[config.mk]
export PLATFORM = sky130hd
export DESIGN_NAME = link_recovery_ctrl
export DESIGN_NICKNAME = d
export VERILOG_FILES = /design/src/rtl/link_recovery_pkg.sv /design/src/rtl/lrc_err_window.sv /design/src/rtl/lrc_store_watch.sv /design/src/rtl/link_recovery_ctrl.sv
export SDC_FILE = /design/constraint.sdc
export NUM_CORES = 1
export LEC_CHECK = 0
export ABC_AREA = 0
export BUFFER_PORTS_ARGS = -buffer_cell sky130_fd_sc_hd__buf_2
export CORE_MARGIN = 2
export CORE_UTILIZATION = 25
export CTS_CLUSTER_DIAMETER = 60
export DETAILED_ROUTE_END_ITERATION = 10
export GPL_TIMING_DRIVEN = 0
export PLACE_DENSITY = 0.45
export SLEW_MARGIN = 20
export SYNTH_ARGS = -nofsm -noshare
export SYNTH_HDL_FRONTEND = slang
export SYNTH_HIERARCHICAL = 1
export SYNTH_SLANG_ARGS = --single-unit
[constraint.sdc]
create_clock -name clk -period 2.9 [get_ports clk]
set_input_delay 0.435 -clock clk [delete_from_list [all_inputs] [get_ports clk]]
set_output_delay 0.435 -clock clk [all_outputs]
set_load 0.01 [all_outputs]
[src/rtl/link_recovery_pkg.sv]
package link_recovery_pkg;

    typedef enum logic [3:0] {
        ST_IDLE,
        ST_DRAIN,
        ST_POISON,
        ST_SETTLE,
        ST_ACK,
        ST_REINIT,
        ST_SLOWINIT,
        ST_SCRUB_GO,
        ST_SCRUB_WAIT,
        ST_QUIESCE,
        ST_RETRY,
        ST_FATAL
    } rec_state_e;

    typedef enum logic [1:0] {
        TIER_NONE    = 2'd0,
        TIER_RETRY   = 2'd1,
        TIER_REINIT  = 2'd2,
        TIER_DEGRADE = 2'd3
    } tier_e;

endpackage

[src/rtl/lrc_err_window.sv]
// Counts accepted errors and remembers a recent tier-2 recovery; both are
// forgotten after WINDOW_CYC idle cycles with no new error.
module lrc_err_window #(
    parameter int WINDOW_CYC = 100000,
    parameter int ERR_THRESH = 3
) (
    input  logic clk,
    input  logic rst_n,
    input  logic err_evt,
    input  logic t2_mark,
    input  logic busy,
    output logic at_thresh,
    output logic recent_t2
);
    localparam int CNT_W  = $clog2(ERR_THRESH + 1);
    localparam int IDLE_W = $clog2(WINDOW_CYC + 1);
    localparam logic [CNT_W-1:0]  CNT_SAT = CNT_W'(ERR_THRESH);
    localparam logic [CNT_W-1:0]  CNT_HIT = CNT_W'(ERR_THRESH - 1);
    localparam logic [IDLE_W-1:0] WIN_END = IDLE_W'(WINDOW_CYC - 1);

    typedef struct packed {
        logic [CNT_W-1:0]  cnt;
        logic [IDLE_W-1:0] idle;
        logic              recent;
    } win_t;

    win_t win_d, win_q;

    always_comb begin
        win_d = win_q;
        if (err_evt) begin
            win_d.cnt  = (win_q.cnt == CNT_SAT) ? win_q.cnt : win_q.cnt + 1'b1;
            win_d.idle = '0;
        end else if (t2_mark) begin
            win_d.recent = 1'b1;
            win_d.idle   = '0;
        end else if (!busy && (win_q.cnt != '0 || win_q.recent)) begin
            if (win_q.idle == WIN_END) begin
                win_d.cnt    = '0;
                win_d.recent = 1'b0;
                win_d.idle   = '0;
            end else begin
                win_d.idle = win_q.idle + 1'b1;
            end
        end
    end

    always_ff @(posedge clk) begin
        if (!rst_n) win_q <= '0;
        else        win_q <= win_d;
    end

    assign at_thresh = (win_q.cnt >= CNT_HIT);
    assign recent_t2 = win_q.recent;

    // the count cannot move while a recovery is running
    assert_cnt_frozen_R11: assert property (@(posedge clk) disable iff (!rst_n)
        busy |=> $stable(win_q.cnt));

endmodule

[src/rtl/lrc_store_watch.sv]
// Holds the newest store until STORE_WAIT cycles pass without a CRC error.
module lrc_store_watch #(
    parameter int STORE_WAIT = 64
) (
    input  logic clk,
    input  logic rst_n,
    input  logic store_issue,
    input  logic err_in,
    output logic store_retire
);
    localparam int SW_W = $clog2(STORE_WAIT + 1);
    localparam logic [SW_W-1:0] SW_END = SW_W'(STORE_WAIT);

    typedef struct packed {
        logic            pending;
        logic [SW_W-1:0] cnt;
        logic            retire;
    } sw_t;

    sw_t sw_d, sw_q;

    always_comb begin
        sw_d        = sw_q;
        sw_d.retire = 1'b0;
        if (err_in) begin
            sw_d.pending = 1'b0;
        end else if (store_issue) begin
            sw_d.pending = 1'b1;
            sw_d.cnt     = SW_W'(1);
        end else if (sw_q.pending) begin
            if (sw_q.cnt == SW_END) begin
                sw_d.retire  = 1'b1;
                sw_d.pending = 1'b0;
            end else begin
                sw_d.cnt = sw_q.cnt + 1'b1;
            end
        end
    end

    always_ff @(posedge clk) begin
        if (!rst_n) sw_q <= '0;
        else        sw_q <= sw_d;
    end

    assign store_retire = sw_q.retire;

    // a retire never follows a cycle that saw a CRC error
    assert_retire_clean_R10: assert property (@(posedge clk) disable iff (!rst_n)
        store_retire |-> !$past(err_in));

endmodule

[src/rtl/link_recovery_ctrl.sv]
module link_recovery_ctrl
    import link_recovery_pkg::*;
#(
    parameter int NUM_CH     = 5,
    parameter int SETTLE_CYC = 550,
    parameter int WINDOW_CYC = 100000,
    parameter int ERR_THRESH = 3,
    parameter int STORE_WAIT = 64,
    parameter int HANG_CYC   = 4096,
    localparam int CH_W = (NUM_CH > 1) ? $clog2(NUM_CH) : 1
) (
    input  logic            clk,
    input  logic            rst_n,
    input  logic            poison_in,
    input  logic            crc_err,
    input  logic [CH_W-1:0] err_ch,
    input  logic            ops_drained,
    input  logic            store_issue,
    input  logic            reinit_done,
    input  logic            scrub_done,
    output logic            halt_new_ops,
    output logic            send_poison,
    output logic            error_ack,
    output logic            retry_stores,
    output logic            reinit_channel,
    output logic [CH_W-1:0] reinit_ch_idx,
    output logic            reinit_all,
    output logic            degraded_valid,
    output logic [CH_W-1:0] degraded_idx,
    output logic            start_scrub,
    output logic            call_home,
    output logic            fatal,
    output logic            store_retire,
    output logic [1:0]      current_tier
);
    localparam int TMR_TOP = (SETTLE_CYC > HANG_CYC) ? SETTLE_CYC : HANG_CYC;
    localparam int TMR_W   = $clog2(TMR_TOP + 1);
    localparam logic [TMR_W-1:0] TMR_SAT    = TMR_W'(TMR_TOP);
    localparam logic [TMR_W-1:0] SETTLE_END = TMR_W'(SETTLE_CYC - 1);
    localparam logic [TMR_W-1:0] HANG_END   = TMR_W'(HANG_CYC - 1);

    typedef struct packed {
        rec_state_e       st;
        tier_e            tier;
        logic [CH_W-1:0]  ch;
        logic [TMR_W-1:0] tmr;
        logic             deg;
        logic [CH_W-1:0]  deg_ch;
        logic             call;
    } ctl_t;

    ctl_t ctl_d, ctl_q;

    logic err_in, err_evt, t2_mark, busy, at_thresh, recent_t2, hang;

    assign err_in  = poison_in | crc_err;
    assign busy    = (ctl_q.st != ST_IDLE);
    assign err_evt = !busy && err_in;
    assign t2_mark = (ctl_q.st == ST_REINIT) && reinit_done;
    assign hang    = (ctl_q.tmr == HANG_END);

    lrc_err_window #(.WINDOW_CYC(WINDOW_CYC), .ERR_THRESH(ERR_THRESH)) u_window (
        .clk       (clk),
        .rst_n     (rst_n),
        .err_evt   (err_evt),
        .t2_mark   (t2_mark),
        .busy      (busy),
        .at_thresh (at_thresh),
        .recent_t2 (recent_t2)
    );

    lrc_store_watch #(.STORE_WAIT(STORE_WAIT)) u_store (
        .clk          (clk),
        .rst_n        (rst_n),
        .store_issue  (store_issue),
        .err_in       (err_in),
        .store_retire (store_retire)
    );

    always_comb begin
        ctl_d     = ctl_q;
        ctl_d.tmr = (ctl_q.tmr == TMR_SAT) ? ctl_q.tmr : ctl_q.tmr + 1'b1;
        unique case (ctl_q.st)
            ST_IDLE: begin
                if (err_in) begin
                    ctl_d.st = ST_DRAIN;
                    ctl_d.ch = err_ch;
                    if (ctl_q.deg || recent_t2) ctl_d.tier = TIER_DEGRADE;
                    else if (at_thresh)         ctl_d.tier = TIER_REINIT;
                    else                        ctl_d.tier = TIER_RETRY;
                end
            end
            ST_DRAIN: begin
                if (ops_drained) begin
                    ctl_d.st = ST_POISON;
                end else if (hang) begin
                    if (ctl_q.tier == TIER_DEGRADE) begin
                        ctl_d.st = ST_FATAL;
                    end else begin
                        ctl_d.st   = ST_POISON;
                        ctl_d.tier = tier_e'(ctl_q.tier + 2'd1);
                    end
                end
            end
            ST_POISON: ctl_d.st = ST_SETTLE;
            ST_SETTLE: if (ctl_q.tmr == SETTLE_END) ctl_d.st = ST_ACK;
            ST_ACK: begin
                if (ctl_q.deg) begin
                    ctl_d.st = ST_QUIESCE;
                end else if (ctl_q.tier == TIER_REINIT) begin
                    ctl_d.st = ST_REINIT;
                end else if (ctl_q.tier == TIER_DEGRADE) begin
                    ctl_d.st     = ST_SLOWINIT;
                    ctl_d.deg    = 1'b1;
                    ctl_d.deg_ch = ctl_q.ch;
                end else begin
                    ctl_d.st = ST_RETRY;
                end
            end
            ST_REINIT: begin
                if (reinit_done) begin
                    ctl_d.st = ST_RETRY;
                end else if (hang) begin
                    ctl_d.st     = ST_SLOWINIT;
                    ctl_d.tier   = TIER_DEGRADE;
                    ctl_d.deg    = 1'b1;
                    ctl_d.deg_ch = ctl_q.ch;
                end
            end
            ST_SLOWINIT: begin
                if (reinit_done) ctl_d.st = ST_SCRUB_GO;
                else if (hang)   ctl_d.st = ST_FATAL;
            end
            ST_SCRUB_GO: ctl_d.st = ST_SCRUB_WAIT;
            ST_SCRUB_WAIT: begin
                if (scrub_done) begin
                    ctl_d.st   = ST_RETRY;
                    ctl_d.call = 1'b1;
                end else if (hang) begin
                    ctl_d.st = ST_FATAL;
                end
            end
            ST_QUIESCE: begin
                if (reinit_done) ctl_d.st = ST_RETRY;
                else if (hang)   ctl_d.st = ST_FATAL;
            end
            ST_RETRY: begin
                ctl_d.st   = ST_IDLE;
                ctl_d.tier = TIER_NONE;
            end
            ST_FATAL: ctl_d.st = ST_FATAL;
            default:  ctl_d.st = ST_IDLE;
        endcase
        if (ctl_d.st != ctl_q.st) ctl_d.tmr = '0;
    end

    always_ff @(posedge clk) begin
        if (!rst_n) begin
            ctl_q      <= '0;
            ctl_q.st   <= ST_IDLE;
            ctl_q.tier <= TIER_NONE;
        end else begin
            ctl_q <= ctl_d;
        end
    end

    assign halt_new_ops   = busy;
    assign send_poison    = (ctl_q.st == ST_POISON);
    assign error_ack      = (ctl_q.st == ST_ACK);
    assign retry_stores   = (ctl_q.st == ST_RETRY);
    assign reinit_channel = (ctl_q.st == ST_REINIT);
    assign reinit_ch_idx  = ctl_q.ch;
    assign reinit_all     = (ctl_q.st == ST_SLOWINIT) || (ctl_q.st == ST_QUIESCE);
    assign start_scrub    = (ctl_q.st == ST_SCRUB_GO);
    assign degraded_valid = ctl_q.deg;
    assign degraded_idx   = ctl_q.deg_ch;
    assign call_home      = ctl_q.call;
    assign fatal          = (ctl_q.st == ST_FATAL);
    assign current_tier   = ctl_q.tier;

    assert_poison_pulse_R3: assert property (@(posedge clk) disable iff (!rst_n)
        send_poison |=> !send_poison);
    assert_ack_halted_R2: assert property (@(posedge clk) disable iff (!rst_n)
        error_ack |-> halt_new_ops);
    assert_tier_idle_R4: assert property (@(posedge clk) disable iff (!rst_n)
        halt_new_ops != (current_tier == 2'd0));
    assert_degraded_sticky_R6: assert property (@(posedge clk) disable iff (!rst_n)
        degraded_valid |=> degraded_valid && $stable(degraded_idx));
    assert_fatal_hold_R9: assert property (@(posedge clk) disable iff (!rst_n)
        fatal |=> fatal && halt_new_ops && !retry_stores);

endmodule

==> impl_results.md <==
* Share of layout cells above drive strength 1 at 0.198
* Worst path slowest cell: dfxtp_1
* Slack of the critical path at 0.250 ns
* Combinational power share at 0.210
* Leak at 1.46 nW
* Port buffer count at 28
* Endpoints failing setup at 0
* Startpoint type of the worst setup path: flip-flop
* Crit. End Element: flip-flop
* CTS Buf Count at 5
* Critical path class: flip-flop to flip-flop
* Crit path max-delay family: simple AND/OR/NAND/NOR gates
* CP peak stage delay at 0.44 ns
* Clock power share at 0.342
* PD cells at 447 mW/mm^2
* # rows at 43
* Die Area at 0.0154 mm^2
* Drt total wl at 8.95 mm
* Worst Path Buf+Inv at 2
* Yosys top cell by area: dfxtp_1
* Fin crit share at 0.914
* FF-to-FF path depth at 9
* Seq cells post-synth at 56
* Register area share after synthesis at 0.310
* HPWL after DPL at 6.58 mm
* Design area at 0.00413 mm^2
* WP data required at 3.08 ns
* Yosys top cell area share at 0.310
* Critical path cell sequence: ha_1 > nand4b_1 > or3_1 > buf_6 > a21oi_1 > nor2_1 > mux2i_1 > buf_2 > nor4_2
* Drc violations at 0
* WL per Instance at 13.9 um
* Core area at 0.0140 mm^2
* CTS tree: done
* Synth Flop Type: dfxtp_1
* Syn Inst Count at 429
* Fin Setup TNS at 0 ns
* Crit path capture: ctl_q[10]
* Final Total Pwr at 1.85 mW
* Syn Nets at 452
* Reg2reg setup slack at 0.25 ns
* Max transition margin at 0.582
* CP Launch Point: ctl_q[5]
* Int Pwr at 1.30 mW
* Synth top cells by count: dfxtp_1 (56), nor2_1 (51), nand2_1 (25)
* First-iteration detailed-routing DRC count at 196
* Data arrival, critical path at 2.83 ns
* Synth area leaders: dfxtp_1 (31%), nor2_1 (5.3%), xnor2_1 (4.6%), ha_1 (4.2%), a21oi_1 (3.3%)
* Synth Cell Area at 0.00362 mm^2
* RSZ-0062 raised after global routing: no
* Final Hold Viols at 0
* Clk sinks at 56
* H-tree levels at 2
* Post-synth EDFFs at 0
* Die Y at 124 um
* Fin. max-slew vios at 0
* Flop pwr share at 0.448
* Placement Cell Area at 0.00398 mm^2
* NetSw at 551 uW
* Inserted Diodes at 0
* Total grt overflow at 0
* Avg Synthesized Cell Area at 8.43 um^2
* Peak VDD IR at 0.206 mV
* Most common cell in the netlist: dfxtp_1
* Post-place setup slack at 0.273 ns
* Synth Warn # at 6
* Hold crit path type: input port to flip-flop
* Clock-pin slew on the worst setup and hold paths at 0.07 ns
* Vias in the first global route at 2,988
* Placer congestion estimate at 0.836
* Max Fclk at 377 MHz
* First-pass GRT wire length at 15.1 mm
* Hold buffers post-CTS at 0
* Fraction of registers with async set/reset at 0
* Initial antenna violation count at 0
* Worst flop-to-flop path startpoint: ctl_q[5]
* Clk root buf: clkbuf_16
* Via density at 5.01
* # Max-Cap Violations at 0
* Drt first pass iters at 4
* Clk_lat worst skew at 0.29 ns
* Routed Antenna Nets at 0
* Period minus WS final at 2.65 ns
* Critical path depth at 9
* Largest net degree at the start of global routing at 17
* Clock skew at 0.00384 ns
* Post-CTS sizing at 0
* Postcts setup bufs at 0
* Post-synthesis cell type count at 71
* Area Growth Syn to Fin at 14.3%
* Max clock buf depth at 2
* Status: completed
* Initial Utilization at 0.259
* Reg2reg end: ctl_q[10]
* Die extent in x at 124 um
* All-Layer GR Usage at 0.115
* Crit path max fanout at 10
* Nets at 487
* Worst-Margin Slew at 0.622 ns
* IO Pins at 30
* Via count at 3,233
* Sw frac at 0.299
-- layer usage --
metal | track usage | routed length [um] | vias to the layer above
li1 | - | - | 1631
met1 | 0.162 | 4480 | 1522
met2 | 0.181 | 4010 | 65
met3 | 0.0185 | 293 | 15
met4 | 0.0370 | 165 | 0
met5 | 0 | 0 | -
-- logic make-up (layout without fill, tap and decap cells) --
| group | Yosys count | count (layout) | share of synthesized area |
|---|---|---|---|
| adder cells (fa/ha/maj) | 12 | 12 | 0.0415 |
| XOR/XNOR | 23 | 23 | 0.0557 |
| flip-flops | 56 | 56 | 0.310 |
| multiplexers | 7 | 7 | 0.0194 |
| AO/OA/AOI/OAI | 84 | 84 | 0.159 |
| buffers and inverters | 49 | 85 | 0.0778 |
| AND/OR/NAND/NOR | 198 | 198 | 0.337 |
-- sequential cells by signal, indices dropped and copies added (netlist names) --
register / flops
degraded_idx: 3
ctl_q: 17
degraded_valid: 1
call_home: 1
u_window/recent_t2: 1
u_store/store_retire: 1
current_tier: 2
u_window/win_q: 19
reinit_ch_idx: 3
u_store/sw_q: 8
-- cells in the final DEF (no fill, tap or decap), types with 12 or more instances in the layout --
cell type  instances
nand2_1           25
o21ai_0           16
inv_1             18
nor3_1            15
xnor2_1           19
dfxtp_1           56
a21oi_1           24
ha_1              12
nand3_1           12
buf_4             14
nor2_1            51
buf_2             36
-- worst min-delay path, cell delays in order --
cell and delay (ns):
buf_2 0.07, mux2i_1 0.05, nor2_1 0.07
-- power by group through the flow --
| stage | clock (mW) | combinational, mW | sequential, mW |
|---|---|---|---|
| 3_5_place_dp | 0 | 0.392 | 0.845 |
| 6_report | 0.632 | 0.388 | 0.826 |
| 5_1_grt | 0.689 | 0.433 | 0.833 |
| 3_3_place_gp | 0 | 0.388 | 0.843 |
| 2_1_floorplan | 0 | 0.299 | 0.836 |
| 4_1_cts | 0.658 | 0.393 | 0.827 |
-- worst min-delay path by stage --
| stage | startpoint | endpoint | slack (ns) | depth (start not counted) |
|---|---|---|---|---|
| finish | err_ch[2] | reinit_ch_idx[2] | 0.37 | 3 |
| global route | err_ch[2] | reinit_ch_idx[2] | 0.38 | 3 |
| CTS | err_ch[2] | reinit_ch_idx[2] | 0.37 | 3 |
| detailed placement | degraded_idx[1] | degraded_idx[1] | 0.45 | 2 |
| global placement | degraded_idx[1] | degraded_idx[1] | 0.45 | 2 |
| floorplan | degraded_idx[2] | degraded_idx[2] | 0.43 | 2 |
-- layout make-up --
cell class / count / area [um^2]
fillers: 1511 / 9860
multi-input cells: 324 / 2210
flip-flops and latches: 56 / 1120
well taps: 180 / 225
plain buffers: 31 / 214
clock buffers: 7 / 143
repair buffers: 28 / 140
inverters: 18 / 67.6
clock inverters: 1 / 7.51
-- metrics by stage --
step / cells / hold slack (ns) / util
2_1_floorplan: 429 / 0.430 / -
3_3_place_gp: 637 / 0.446 / 0.285
3_5_place_dp: 637 / 0.450 / 0.285
4_1_cts: 645 / 0.369 / 0.295
5_1_grt: 645 / 0.376 / 0.295
6_report: 645 / 0.371 / 0.295
(Power assumes the default switching activity.)
